File: src/rtl/tmr_pkg.sv
package tmr_pkg;
  typedef enum logic [1:0] {
    MODE_OFF     = 2'd0,
    MODE_RELOAD  = 2'd1,
    MODE_CAPTURE = 2'd2,
    MODE_BAUD    = 2'd3
  } tmr_mode_e;
endpackage

File: src/rtl/tmr_fall_detect.sv
module tmr_fall_detect #(
  parameter int STAGES = 2
) (
  input  logic clk,
  input  logic rst,
  input  logic pin,
  output logic fall
);
  logic [STAGES-1:0] sync_q;
  logic              prev_q;

  // Idle-high reset so a pin held high at start produces no edge.
  always_ff @(posedge clk) begin
    if (rst) begin
      sync_q <= '1;
      prev_q <= 1'b1;
    end else begin
      sync_q <= {sync_q[STAGES-2:0], pin};
      prev_q <= sync_q[STAGES-1];
    end
  end

  assign fall = prev_q & ~sync_q[STAGES-1];

  // a detected edge lasts one cycle only
  a_r7_fall_one_cycle: assert property (@(posedge clk) disable iff (rst)
    fall |=> !fall);
endmodule

File: src/rtl/tmr_mode_dec.sv
module tmr_mode_dec
  import tmr_pkg::*;
(
  input  logic      run,
  input  logic      cap_sel,
  input  logic      baud_sel,
  output tmr_mode_e mode
);
  always_comb begin
    if (!run)          mode = MODE_OFF;
    else if (baud_sel) mode = MODE_BAUD;
    else if (cap_sel)  mode = MODE_CAPTURE;
    else               mode = MODE_RELOAD;
  end
endmodule

File: src/rtl/tmr16_reload_capture.sv
module tmr16_reload_capture
  import tmr_pkg::*;
#(
  parameter int WIDTH       = 16,
  parameter int SYNC_STAGES = 2
) (
  input  logic             clk,
  input  logic             rst,
  input  logic             cfg_run,
  input  logic             cfg_cap_sel,
  input  logic             cfg_baud_sel,
  input  logic             cfg_ext_en,
  input  logic             cfg_src_ext,
  input  logic             cnt_pin,
  input  logic             trig_pin,
  input  logic             cnt_wr_en,
  input  logic [WIDTH-1:0] cnt_wr_data,
  input  logic             rc_wr_en,
  input  logic [WIDTH-1:0] rc_wr_data,
  input  logic             clr_ovf,
  input  logic             clr_ext,
  output logic [WIDTH-1:0] count_q,
  output logic [WIDTH-1:0] rc_q,
  output logic             ovf_flag,
  output logic             ext_flag,
  output logic             baud_tick
);
  localparam logic [WIDTH-1:0] CNT_MAX = '1;

  tmr_mode_e mode;
  logic cnt_fall, trig_fall;
  logic src_tick, step, wrap;
  logic reload_trig, cap_trig, ext_evt, ovf_evt;

  tmr_mode_dec u_dec (
    .run(cfg_run), .cap_sel(cfg_cap_sel), .baud_sel(cfg_baud_sel), .mode(mode)
  );

  tmr_fall_detect #(.STAGES(SYNC_STAGES)) u_cnt_edge (
    .clk(clk), .rst(rst), .pin(cnt_pin), .fall(cnt_fall)
  );

  tmr_fall_detect #(.STAGES(SYNC_STAGES)) u_trig_edge (
    .clk(clk), .rst(rst), .pin(trig_pin), .fall(trig_fall)
  );

  always_comb begin
    src_tick    = cfg_src_ext ? cnt_fall : 1'b1;
    reload_trig = (mode == MODE_RELOAD)  && cfg_ext_en && trig_fall;
    cap_trig    = (mode == MODE_CAPTURE) && cfg_ext_en && trig_fall;
    ext_evt     = (mode != MODE_OFF)     && cfg_ext_en && trig_fall;
    step        = (mode != MODE_OFF) && src_tick && !cnt_wr_en && !reload_trig;
    wrap        = step && (count_q == CNT_MAX);
    ovf_evt     = wrap && ((mode == MODE_RELOAD) || (mode == MODE_CAPTURE));
  end

  // Count: software write, then trigger reload, then wrap, then increment.
  always_ff @(posedge clk) begin
    if (rst)              count_q <= '0;
    else if (cnt_wr_en)   count_q <= cnt_wr_data;
    else if (reload_trig) count_q <= rc_q;
    else if (wrap)        count_q <= (mode == MODE_CAPTURE) ? '0 : rc_q;
    else if (step)        count_q <= count_q + 1'b1;
  end

  // Reload/capture register: hardware capture wins over software write.
  always_ff @(posedge clk) begin
    if (rst)           rc_q <= '0;
    else if (cap_trig) rc_q <= count_q;
    else if (rc_wr_en) rc_q <= rc_wr_data;
  end

  // Sticky flags: set wins over clear.
  always_ff @(posedge clk) begin
    if (rst) begin
      ovf_flag  <= 1'b0;
      ext_flag  <= 1'b0;
      baud_tick <= 1'b0;
    end else begin
      ovf_flag  <= ovf_evt | (ovf_flag & ~clr_ovf);
      ext_flag  <= ext_evt | (ext_flag & ~clr_ext);
      baud_tick <= wrap && (mode == MODE_BAUD);
    end
  end

  // off mode leaves the count alone unless software writes it
  a_r1_off_holds: assert property (@(posedge clk) disable iff (rst)
    (mode == MODE_OFF && !cnt_wr_en) |=> $stable(count_q));

  // wrap in reload mode loads rc_q and flags overflow
  a_r2_reload_on_wrap: assert property (@(posedge clk) disable iff (rst)
    (mode == MODE_RELOAD && src_tick && count_q == CNT_MAX && !cnt_wr_en && !trig_fall)
      |=> (count_q == $past(rc_q) && ovf_flag));

  // capture copies the pre-edge count
  a_r5_capture_copy: assert property (@(posedge clk) disable iff (rst)
    (mode == MODE_CAPTURE && cfg_ext_en && trig_fall) |=> (rc_q == $past(count_q)));

  // baud mode never raises the overflow flag
  a_r6_baud_no_ovf: assert property (@(posedge clk) disable iff (rst)
    (mode == MODE_BAUD && !ovf_flag) |=> !ovf_flag);

  // flags are sticky without a clear
  a_r8_ovf_sticky: assert property (@(posedge clk) disable iff (rst)
    (ovf_flag && !clr_ovf) |=> ovf_flag);
  a_r8_ext_sticky: assert property (@(posedge clk) disable iff (rst)
    (ext_flag && !clr_ext) |=> ext_flag);

  // software write lands regardless of counting
  a_r9_write_wins: assert property (@(posedge clk) disable iff (rst)
    cnt_wr_en |=> (count_q == $past(cnt_wr_data)));
endmodule

File: config.mk
export PLATFORM = sky130hd
export DESIGN_NAME = tmr16_reload_capture
export DESIGN_NICKNAME = d
export VERILOG_FILES = /design/src/rtl/tmr_pkg.sv /design/src/rtl/tmr_fall_detect.sv /design/src/rtl/tmr_mode_dec.sv /design/src/rtl/tmr16_reload_capture.sv
export SDC_FILE = /design/constraint.sdc
export NUM_CORES = 1
export LEC_CHECK = 0
export BUFFER_PORTS_ARGS = -buffer_cell sky130_fd_sc_hd__buf_2
export CAP_MARGIN = 20
export CORE_ASPECT_RATIO = 1.5
export CORE_MARGIN = 4
export CORE_UTILIZATION = 50
export CTS_BUF_LIST = sky130_fd_sc_hd__clkbuf_8
export DETAILED_ROUTE_END_ITERATION = 12
export PLACE_DENSITY = 0.9
export SLEW_MARGIN = 15
export SYNTH_ARGS = -nofsm -noshare
export SYNTH_HDL_FRONTEND = slang
export SYNTH_SLANG_ARGS = --single-unit
File: constraint.sdc
create_clock -name clk -period 2.8 [get_ports clk]
set_input_delay 0.14 -clock clk [delete_from_list [all_inputs] [get_ports clk]]
set_output_delay 0.14 -clock clk [all_outputs]
set_load 0.005 [all_outputs]
==> results.cfg <==
[sta]
holdWs_ps = 32.8
grt_setup_unrepaired = no
tns_ps = 0
setup_slack_ps = 419
hold_violations = 0
fmax_mhz = 420
worst_pin_slew_ps = 687
setup_viol = 0
fin_crit_ps = 2380
skew_ps = 3.37
drv_slew = 0
timing.final.crit_share = 0.850
slew-limit-headroom = 0.542

[floorplan]
die_w_um = 63.9
fp.coreArea_um2 = 4540
io_pins = 80
placementRows = 30
initial_core_util = 0.515
die_y_um = 91.8
die_area_um2 = 5860

[placed_design]
dp_worst_setup_slack_ps = 434
gp_congestion = 0.920
hpwl_mm = 5.09
io_buffer_count = 79

[detailed_routing]
drc_errors = 0
vias = 2403
first_pass_iters = 4
wl_mm = 6.93
wl_per_cell_um = 17.0
routed_via_density = 5.90
drtAntennaViolNets = 0
drt_iter0_drc = 122

[worst_hold_path]
min_path_type = primary input to flop

[synth]
synth_edf_count = 0
async_flop_share = 0
seq_area_frac_synth = 0.351
synth-adder-area-share = 0.0267
synth_area_um2 = 2340
synthXorXnorAreaFrac = 0.0262
synth-main-ff-cell = dfxtp_1
synth_top_family_by_area = compound AO/OA/AOI/OAI gates
syn-instance-count = 267
synth.mux.area_fraction = 0.0684
yosysWarningCount = 0
synth_area_per_cell_um2 = 8.77
synth_seq_cells = 41
synth-simple-area-share = 0.201
synth.distinct_cells = 45
synth_compound_area_frac = 0.267
synth_nets = 317

[grt]
grt_pass1_vias = 2341
grt_max_degree = 31
grtUsageMet1 = 0.291
overflow = 0
grt_first_pass_wirelength_mm = 11.4
antenna_found_initial = 0
use_met3 = 0.0404
use_met2 = 0.421
track_usage = 0.241
top_usage_layer = met2

[finish]
drive_gt1_frac = 0.324
insertedDiodeCount = 0
multi_input_area_um2 = 1380
syn2layout_area_growth_pct = 22.1
fillCellCount = 433
register_area_um2 = 821
nNetsFinal = 392
final_core_util = 0.629

[run_status]
status = finished, final reports clean

[worst_setup_path]
cp_slowest_cell = nor4_4
critPathMaxStageDelay_ps = 570
cp-start-kind = flop
worst_ep_arrival_time_ps = 2530
critPathMaxFanout = 12
crit_required_ps = 2950
cp_cell_sequence = ha_1 -> nand2_1 -> nor4_4 -> a21oi_2 -> a221oi_1 -> a2111oi_2
critical_path_class = flop to flop
end_kind = flop

[power_and_ir_drop]
irDropWorstVdd_mv = 0.264
p_per_area_nw_per_um2 = 443
finalPower_mw = 1.27
p_leak_nw = 1.29

[clocking]
cts_hold_buffers = 0
cts_max_path_buffers = 2
cts_setup_buffers = 0
cts_sinks = 41
clk_latency_ps = 290
cts_resized = 0
cts_root_buf = clkbuf_8
tritoncts = yes
h-tree-depth = 2
numCtsBuffers = 5
clk_pin_slew_ps = 80

[job]
max-cap-violations = 0
==> cells in the final DEF (no fill, tap or decap), drive strengths merged <==
cell type   n
buf        86
dfxtp      41
nor2       31
a211oi     20
inv        16
mux2i      16
nor3       14
o21ai      11
nand2      11
a221oi     11
a21oi      10
or2         7
nand3       7
a2111oi     6
a31oi       5
ha          5
clkbuf      5
o211ai      5
o221ai      4
xor2        4
nand4       4
o21a        3
xnor2       3
nor4        3
nand2b      2
and4        2
or3         2
nor4b       2
nand4b      1
and4b       1
a31o        1
a21o        1
a41o        1
nor4bb      1
and3        1
==> metrics by stage <==
stage                     instances  instance area, um^2
after floorplan                 267                 2340
after global placement          399                 2780
after detailed placement        399                 2780
after CTS                       407                 2860
after global routing            407                 2860
final                           407                 2860
==> routing by layer <==
layer | wire length, um | up-vias
met5 | 0 | -
met4 | 123 | 0
met3 | 334 | 13
met2 | 3670 | 84
met1 | 2810 | 1149
li1 | - | 1157
==> where the power goes <==
group,internal (mW),switching (mW)
sequential,0.622,0.0510
combinational,0.107,0.119
clock,0.166,0.200
total,0.895,0.370
==> sequential cells by signal (all words and copies together), names as in the netlist <==
register,flops
count_q,16
u_cnt_edge.prev_q,1
ext_flag,1
u_cnt_edge.sync_q,2
u_trig_edge.prev_q,1
baud_tick,1
rc_q,16
u_trig_edge.sync_q,2
ovf_flag,1
==> area by class of cell <==
cell class,instances,area share
Sequential cell,41,0.287
Inverter,13,0.0171
Tap cell,64,0.0280
Clock inverter,3,0.00394
Clock buffer,5,0.0241
Multi-Input combinational cell,195,0.483
Timing Repair Buffer,86,0.157
==> worst max-delay path: cells and delay by family, from the launching register on <==
kind / cells / cell delay [ps]
DFF: 1 / 440
and+or+nand+nor: 2 / 760
AOI/OAI and AO/OA: 3 / 800
adders and majority gates: 1 / 240
==> Yosys cell counts, drive strengths merged (3+ instances only) <==
library cell  number  area [um^2]
buf                7         50.0
inv               13         48.8
nor2              31          116
o221ai             4         35.0
a2111oi            6         71.3
o211ai             5         51.3
a31oi              5         31.3
ha                 5         62.6
dfxtp             41          821
a211oi            20          150
nor3              14         70.1
or2                7         43.8
xnor2              3         26.3
clkbuf            11         41.3
o21a               3         22.5
nand3              7         40.0
a221oi            11          115
a21oi             10         57.6
o21ai             11         55.1
nand2             11         41.3
nor4               3         33.8
xor2               4         35.0
nand4              4         31.3
mux2i             16          160
==> kinds of logic (layout without fill, tap and decap cells) <==
| logic type | after synthesis | count (layout) |
|---|---|---|
| buffers and inverters | 31 | 107 |
| muxes | 16 | 16 |
| DFF | 41 | 41 |
| xor gates and xnor gates | 7 | 7 |
| AOI/OAI and AO/OA | 78 | 78 |
| and+or+nand+nor | 89 | 89 |
| adders and majority gates | 5 | 5 |
==> worst paths after layout <==
path | start | to | slack [ps] | cells past startpoint
worst max-delay path | count_q[1]$_SDFFE_PP0P_ | count_q[1]$_SDFFE_PP0P_ | 420 | 6
worst min register to register | u_cnt_edge.sync_q[0]$_SDFF_PP1_ | u_cnt_edge.sync_q[1]$_SDFF_PP1_ | 420 | 1
worst min-delay path | cnt_pin | u_cnt_edge.sync_q[0]$_SDFF_PP1_ | 30 | 2
worst max register to register | count_q[1]$_SDFFE_PP0P_ | count_q[1]$_SDFFE_PP0P_ | 420 | 6
Note: power is estimated with default switching activity, not from simulation.
